[config.mk]
export PLATFORM = sky130hd
export DESIGN_NAME = split_decade_counter
export DESIGN_NICKNAME = d
export VERILOG_FILES = /design/src/rtl/scnt_pkg.sv /design/src/rtl/scnt_fall_detect.sv /design/src/rtl/scnt_override_dec.sv /design/src/rtl/scnt_stage.sv /design/src/rtl/split_decade_counter.sv
export SDC_FILE = /design/constraint.sdc
export NUM_CORES = 1
export LEC_CHECK = 0
export BUFFER_PORTS_ARGS = -buffer_cell sky130_fd_sc_hd__buf_2
export CAP_MARGIN = 40
export CORE_AREA = 2 2 39 41
export CTS_BUF_LIST = sky130_fd_sc_hd__clkbuf_2
export CTS_CLUSTER_DIAMETER = 120
export DETAILED_ROUTE_END_ITERATION = 12
export DIE_AREA = 0 0 41 43
export GPL_TIMING_DRIVEN = 0
export HOLD_SLACK_MARGIN = 0.06
export PLACE_DENSITY = 0.48
export SYNTH_ARGS = -nofsm -noshare
export SYNTH_HDL_FRONTEND = slang
export SYNTH_SLANG_ARGS = --single-unit
[constraint.sdc]
create_clock -name clk -period 1.1 [get_ports clk]
set_input_delay 0.22 -clock clk [delete_from_list [all_inputs] [get_ports clk]]
set_output_delay 0.22 -clock clk [all_outputs]
set_load 0.02 [all_outputs]
[src/rtl/scnt_pkg.sv]
package scnt_pkg;
  localparam int unsigned LO_BITS    = 1;
  localparam int unsigned HI_BITS    = 3;
  localparam int unsigned OUT_BITS   = LO_BITS + HI_BITS;
  localparam int unsigned LO_MODULUS = 2;
  localparam int unsigned HI_MODULUS = 5;
  localparam int unsigned NUM_CNT_IN = 2;
  localparam logic [OUT_BITS-1:0] NINE_CODE = OUT_BITS'(9);
  localparam logic [LO_BITS-1:0]  NINE_LO   = NINE_CODE[LO_BITS-1:0];
  localparam logic [HI_BITS-1:0]  NINE_HI   = NINE_CODE[OUT_BITS-1:LO_BITS];

  typedef enum logic [1:0] {
    OVR_NONE  = 2'd0,
    OVR_CLEAR = 2'd1,
    OVR_NINE  = 2'd2
  } ovr_e;
endpackage

[src/rtl/scnt_fall_detect.sv]
module scnt_fall_detect #(
  parameter int unsigned NCH = 2
) (
  input  logic           clk,
  input  logic           rst_n,
  input  logic [NCH-1:0] din_i,
  output logic [NCH-1:0] fall_o
);
  logic [NCH-1:0] prev_r;

  for (genvar g = 0; g < NCH; g++) begin : g_ch
    always_ff @(posedge clk or negedge rst_n) begin
      if (!rst_n) prev_r[g] <= 1'b0;
      else        prev_r[g] <= din_i[g];
    end
    // falling edge: was high last cycle, low now
    assign fall_o[g] = prev_r[g] & ~din_i[g];
  end
endmodule

[src/rtl/scnt_override_dec.sv]
module scnt_override_dec
  import scnt_pkg::*;
(
  input  logic clr_a_i,
  input  logic clr_b_i,
  input  logic nine_a_i,
  input  logic nine_b_i,
  output ovr_e ovr_o
);
  logic clr_gate, nine_gate;

  always_comb begin
    clr_gate  = clr_a_i & clr_b_i;
    nine_gate = nine_a_i & nine_b_i;
    if (nine_gate)     ovr_o = OVR_NINE;   // preset wins
    else if (clr_gate) ovr_o = OVR_CLEAR;
    else               ovr_o = OVR_NONE;
  end
endmodule

[src/rtl/scnt_stage.sv]
module scnt_stage
  import scnt_pkg::*;
#(
  parameter int unsigned     WIDTH    = 1,
  parameter int unsigned     MODULUS  = 2,
  parameter logic [WIDTH-1:0] NINE_VAL = '0
) (
  input  logic             clk,
  input  logic             rst_n,
  input  logic             step_i,
  input  ovr_e             ovr_i,
  output logic [WIDTH-1:0] q_o
);
  localparam logic [WIDTH-1:0] LAST = WIDTH'(MODULUS - 1);

  logic [WIDTH-1:0] q_r, q_nxt;
  logic             q_en;

  // next state: override first, then count; codes at or past LAST wrap to 0
  always_comb begin
    q_en  = 1'b0;
    q_nxt = q_r;
    case (ovr_i)
      OVR_NINE: begin
        q_en  = 1'b1;
        q_nxt = NINE_VAL;
      end
      OVR_CLEAR: begin
        q_en  = 1'b1;
        q_nxt = '0;
      end
      default: begin
        if (step_i) begin
          q_en  = 1'b1;
          q_nxt = (q_r >= LAST) ? '0 : q_r + WIDTH'(1);
        end
      end
    endcase
  end

  always_ff @(posedge clk or negedge rst_n) begin
    if (!rst_n)    q_r <= '0;
    else if (q_en) q_r <= q_nxt;
  end

  assign q_o = q_r;
endmodule

[src/rtl/split_decade_counter.sv]
module split_decade_counter
  import scnt_pkg::*;
(
  input  logic                clk,
  input  logic                rst_n,
  input  logic                cnt_a_i,
  input  logic                cnt_b_i,
  input  logic                clr_a_i,
  input  logic                clr_b_i,
  input  logic                nine_a_i,
  input  logic                nine_b_i,
  output logic [OUT_BITS-1:0] q_o
);
  logic [NUM_CNT_IN-1:0] fall;
  ovr_e                  ovr;
  logic [LO_BITS-1:0]    lo_q;
  logic [HI_BITS-1:0]    hi_q;

  scnt_fall_detect #(.NCH(NUM_CNT_IN)) u_edge (
    .clk    (clk),
    .rst_n  (rst_n),
    .din_i  ({cnt_b_i, cnt_a_i}),
    .fall_o (fall)
  );

  scnt_override_dec u_ovr (
    .clr_a_i  (clr_a_i),
    .clr_b_i  (clr_b_i),
    .nine_a_i (nine_a_i),
    .nine_b_i (nine_b_i),
    .ovr_o    (ovr)
  );

  scnt_stage #(.WIDTH(LO_BITS), .MODULUS(LO_MODULUS), .NINE_VAL(NINE_LO)) u_lo (
    .clk    (clk),
    .rst_n  (rst_n),
    .step_i (fall[0]),
    .ovr_i  (ovr),
    .q_o    (lo_q)
  );

  scnt_stage #(.WIDTH(HI_BITS), .MODULUS(HI_MODULUS), .NINE_VAL(NINE_HI)) u_hi (
    .clk    (clk),
    .rst_n  (rst_n),
    .step_i (fall[1]),
    .ovr_i  (ovr),
    .q_o    (hi_q)
  );

  assign q_o = {hi_q, lo_q};
endmodule

# Word level (Yosys, flattened, before mapping)
# Index checks and enable logic that the tools add are counted.
# op_classes
add_sub_neg,2
magnitude_cmp,2
n_eq_ne,2
mux,12
n_bitwise,6
reduce_logical,5
# ops
op,n
1-bit two-way mux,7
3-bit two-way mux,2
3-bit case mux with 2 select lines,1
3-bit nonzero test,2
1-bit AND,4
2-bit AND reduction,2
3-bit by 1-bit adder with 3-bit output (second input constant),1
3-bit greater-or-equal comparator (second input constant),1
2-bit by 1-bit equality test with 1-bit output (second input constant),1
2-bit equality test (second input constant),1
2-bit two-way mux,1
1-bit NOT,2
1-bit case mux with 2 select lines,1
2-bit OR reduction,1
1-bit adder (second input constant),1
1-bit greater-or-equal comparator (second input constant),1
# totals
ff_bits,6
input_bits,8
output_inout_bits,4
word_cells,33

# Longest topological paths before layout
# logic_depth
word_depth,7
mapped_depth,5

# Hierarchy
# Synthesis repeated with hierarchy kept, for this count alone.
# unflattened
hier_cells,42
hier_area_um2,441.7
# modules_own_cells
mod,n_inst,cells_each,area_per_inst_um2,seq_area_each_um2
scnt_stage (u_hi),1,23,240.2,75.1
scnt_stage (u_lo),1,10,90.1,25.0
scnt_fall_detect,1,4,77.6,50.0
scnt_override_dec,1,4,26.3,0.0
split_decade_counter,1,1,7.5,0.0

# Worst setup path after synthesis
# No wires, ideal clock.
# synth_timing
path_kind,reg-to-reg
from,"reg u_hi.q_r[0], in the netlist u_hi.q_o[0]"
to,"reg u_hi.q_r[1], in the netlist u_hi.q_o[1]"
setup_ps,118
arrival_ps,1156
path_slack_ps,-174
path_stages_with_launch,6
n_path_buf,0
path_cell_list,dfrtp_1 inv_1 ha_1 and4bb_1 a21oi_1 nor2_1
# synth_between
elab_chain_cells,4
word_cells_on_any_way,5
cone_classes,1 x add/sub; 1 x order compare; 3 x mux
# synth_lines
element,line,rtl
"start, declared",scnt_stage.sv:16,"logic [WIDTH-1:0] q_r, q_nxt;"
"start signal, assigned",scnt_stage.sv:43,else if (q_en) q_r <= q_nxt;
3-bit by 1-bit adder with 3-bit output or 3-bit greater-or-equal comparator (tied branches),scnt_stage.sv:35,q_nxt = (q_r >= LAST) ? '0 : q_r + WIDTH'(1);
3-bit two-way mux *,scnt_stage.sv:35,
3-bit two-way mux *,scnt_stage.sv:33,if (step_i) begin
3-bit case mux with 2 select lines *,scnt_stage.sv:23,case (ovr_i)
# Every way passes the cells marked *; elsewhere a longest branch is shown, timed or not. The select of a mux whose other input is x is not followed.
# A chain may end at the register's enable or synchronous reset.

# Worst setup path after layout
# Ends and elaborated chain as after synthesis.

==> run summary <==
The all-layer global routing usage came out at 0.0877. Setup repair after global routing could not meet its margin everywhere. Averaged over all synthesized cells, the footprint is about 11 µm².

The count of maximum capacitance violations is 0. The via count of the first global-routing pass is about 250. Together, buffers and inverters on the worst path number 1. The share of total power dissipated in combinational logic is 0.246.

The net count of the finished layout came out at 57. The flip-flop and latch count after synthesis is 6. The area of the mapped netlist is 298 µm². The share of the synthesized area in the top cell type came out at 0.504. The power density over the cells came out at approximately 1300 nW/µm². The placed standard-cell area came out at between 300 and 400 µm². The detailed router placed ~250 vias in this run.

The largest fanout on the critical path is 4. The clock sink total is 6. The run finished, with violations left.

The switching share of power came out at 0.274. The largest buffer count on any clock path is 2. For the worst setup path, the data arrival time is ~1.3 ns. The share of total power dissipated in the clock network is 0.301.

The final core area utilization came out at 0.329. The slowest stage of the critical path is the sky130_fd_sc_hd__dfrtp_2 cell. The first global-routing pass estimated 1.01 mm of wire.

The upper clock frequency limit is 879 MHz. The number of placement rows came out at 14. The critical path in this run is classified as reg2reg.

TritonCTS created 3 clock buffers. The worst slew slack as a fraction of its limit came out at 0.865. Dividing the detail-routed wire length by the instance count gives slightly above 9 µm. The number of endpoints failing setup at the final stage came out at 2. CTS built an H-tree with a depth of 1. The number of distinct library cells after synthesis came out at 15. The checks that failed: negative setup slack.

In the post-synthesis netlist, the biggest area contributors are sky130_fd_sc_hd__dfrtp_1 50%, sky130_fd_sc_hd__and4bb_1 8.4%, sky130_fd_sc_hd__ha_1 8.4%, sky130_fd_sc_hd__nand2_1 3.8%, sky130_fd_sc_hd__nor2_1 3.8%. The detailed-route wire length is about 570 µm. The layout-stage area growth over the synthesis result is 52.9%. The multi-input combinational cells in the finished layout cover a total of around 160 µm². The total of buffers placed on input and output ports is 11. sky130_fd_sc_hd__dfrtp_1 takes more of the synthesized area than any other cell. The stage delay of the slowest cell on the critical path is roughly 0.43 ns. The worst-case setup margin in the final layout is -0.0373 ns. In the routed layout, each cell is associated on average with a via count of around 4. The design internal power came out at approximately 0.00042 W. Routability-driven placement finished with a final weighted congestion of approximately 0.57.

The post-synth net total is 38. Clock skew on the completed layout was measured at approximately 0.011 ns. The share of final-layout standard cells stronger than drive strength 1 came out at 0.587. Clock latency on the worst-skew pair, taken at its later pin, is approximately 0.21 ns. The total overflow reported by the global router came out at 0. STA classifies the critical path endpoint as a register. The detail route stage leaves a number of antenna-violating nets equal to 0. The clock tree root driver cell is sky130_fd_sc_hd__clkbuf_2. The number of antenna diodes in the final layout is 0. Entering global routing, the biggest net connects 7 pins. The top-level port count came out at 12. The clock tree from TritonCTS is built.

For this design the static power due to leakage is ~0.23 nW. The sequential cell area in the final layout is between 150 and 200 µm². The signal on the critical path passes through inv_2 -> ha_4 -> and4bb_1 -> a21oi_2 -> nor2_1. After floorplanning, the core was sized to cover about 1400 µm². The number of filler instances in the final layout came out at around 150. STA classifies the critical path startpoint as a register.

At the pin with the least slew margin, the transition time is 0.202 ns. The net switching component of the power is between 0.00015 and 0.0002 W. The hold violation count in the final report is 0. For this run, the number of Yosys warnings is 0. The first-pass iteration count of the detailed router is 1. The required time reported for the critical path endpoint is ~1.2 ns.

Of the total power, registers draw 0.452. The number of antenna violations at the first check in global routing is 0. The path class of the tightest hold or removal check is in2reg. For this run, the register share of the synthesized area comes to 0.504. In the finished design, the share of the clock period the worst path needs comes to 1.03. After routing the design area is around 460 µm². The gate count after technology mapping came out at 28.

Clock-pin slew was measured on the worst setup and hold paths at 0.07 ns. The max-slew violation count came out at 0. The minimum clock period after layout came out at 1.14 ns. The final hold slack is around 0.14 ns. The floorplan step defined a die boundary enclosing about 1800 µm².

The maximum ir drop on the vdd rail came out at between 0.5 and 0.6 mV. The die is around 40 µm wide. The final-layout setup total negative slack is -0.0381 ns. The die is about 43 µm tall.

The initial DRC count came out at 0. Broken down by cell family, the worst path's largest delay share belongs to flip-flops. The count of unresolved DRC violations after routing came out at 0. For this configuration, the core starts out at a cell density of 0.215.
[power by group through the flow]
stage / registers (W) / clock network [W] / logic [W]
5_1_grt: 0.000262 / 0.000201 / 0.000156
3_3_place_gp: 0.000262 / 0 / 0.000103
2_1_floorplan: 0.000268 / 0 / 0.0000551
6_report: 0.000258 / 0.000172 / 0.000141
4_1_cts: 0.000255 / 0.000184 / 0.000123
3_5_place_dp: 0.000260 / 0 / 0.000104
[what timing repair did]
action | 4_1_cts | 5_1_grt
hold endpoints to repair | 6 | 0
endpoints found under the setup margin | 3 | 3
resized for setup | 0 | 8
pin swaps | 1 | 3
hold buffers | 1 | 0
buffers inserted | 2 | 1
gates cloned | 0 | 0
[cell usage in the layout (no fill, tap or decap), types with 2 or more instances in the layout]
cell / synthesis / layout
sky130_fd_sc_hd__dfrtp_1: 6 / 4
sky130_fd_sc_hd__buf_2: 0 / 9
sky130_fd_sc_hd__a21oi_2: 0 / 2
sky130_fd_sc_hd__dfrtp_2: 0 / 2
sky130_fd_sc_hd__clkbuf_2: 0 / 4
sky130_fd_sc_hd__buf_4: 1 / 3
sky130_fd_sc_hd__inv_2: 0 / 2
sky130_fd_sc_hd__nand2_1: 3 / 3
sky130_fd_sc_hd__and4bb_1: 2 / 2
sky130_fd_sc_hd__nor2_1: 3 / 3
sky130_fd_sc_hd__buf_6: 0 / 2
[path summary, 6_finish.rpt]
check,depth (start not counted),slack (ns),startpoint,endpoint
max in group asynchronous,2,0.60,rst_n,u_hi.q_o[0]$_DFFE_PN0P_
min in group asynchronous,2,0.35,rst_n,u_hi.q_o[1]$_DFFE_PN0P_
hold / removal,1,0.14,cnt_a_i,u_edge.prev_r[0]$_DFF_PN0_
setup reg to reg,5,-0.04,u_hi.q_o[0]$_DFFE_PN0P_,u_hi.q_o[1]$_DFFE_PN0P_
setup / recovery,5,-0.04,u_hi.q_o[0]$_DFFE_PN0P_,u_hi.q_o[1]$_DFFE_PN0P_
hold reg to reg,2,0.59,u_hi.q_o[1]$_DFFE_PN0P_,u_hi.q_o[1]$_DFFE_PN0P_
[stage by stage]
stage          total power (W)  cells  setup slack [ns]
2_1_floorplan         0.000324     28           -0.0758
3_3_place_gp          0.000365     55           -0.0701
3_5_place_dp          0.000365     55           -0.0584
4_1_cts               0.000562     62           -0.0602
5_1_grt               0.000619     62           -0.0881
6_report              0.000572     62           -0.0373
[kinds of logic after synthesis]
group / after synthesis / share of synthesized area
xor+xnor: 1 / 0.0294
simple gates: 11 / 0.231
compound gates: 4 / 0.0672
mux: 1 / 0.0336
flops: 6 / 0.504
buf+inv: 3 / 0.0504
fa+ha+maj: 2 / 0.0840
[cells in the mapped netlist]
cell type                  instances
sky130_fd_sc_hd__a21oi_1           2
sky130_fd_sc_hd__and2_1            1
sky130_fd_sc_hd__and4bb_1          2
sky130_fd_sc_hd__buf_4             1
sky130_fd_sc_hd__dfrtp_1           6
sky130_fd_sc_hd__ha_1              2
sky130_fd_sc_hd__inv_1             2
sky130_fd_sc_hd__mux2i_1           1
sky130_fd_sc_hd__nand2_1           3
sky130_fd_sc_hd__nand2b_1          1
sky130_fd_sc_hd__nor2_1            3
sky130_fd_sc_hd__nor2b_2           1
sky130_fd_sc_hd__o21ai_0           1
sky130_fd_sc_hd__o21ai_1           1
sky130_fd_sc_hd__xnor2_1           1
[layout make-up]
| cell class | count | share of cell area |
|---|---|---|
| Sequential cell | 6 | 0.335 |
| Multi-Input combinational cell | 19 | 0.341 |
| Clock buffer | 4 | 0.0440 |
| Tap cell | 16 | 0.0440 |
| Inverter | 2 | 0.0165 |
| Timing Repair Buffer | 15 | 0.220 |
[per-layer routing]
layer / share of wire / global-route usage / up-vias
met1: 0.42 / 0.111 / 112
met5: 0 / 0 / -
met3: 0.10 / 0.0366 / 0
li1: - / - / 127
met4: 0 / 0.0600 / 0
met2: 0.47 / 0.116 / 12
[flip-flops by register name, indices dropped and copies added, names as in the netlist]
signal	cells
u_edge.prev_r	2
u_lo.q_o	1
u_hi.q_o	3
Note: power is estimated with default switching activity, not from simulation.
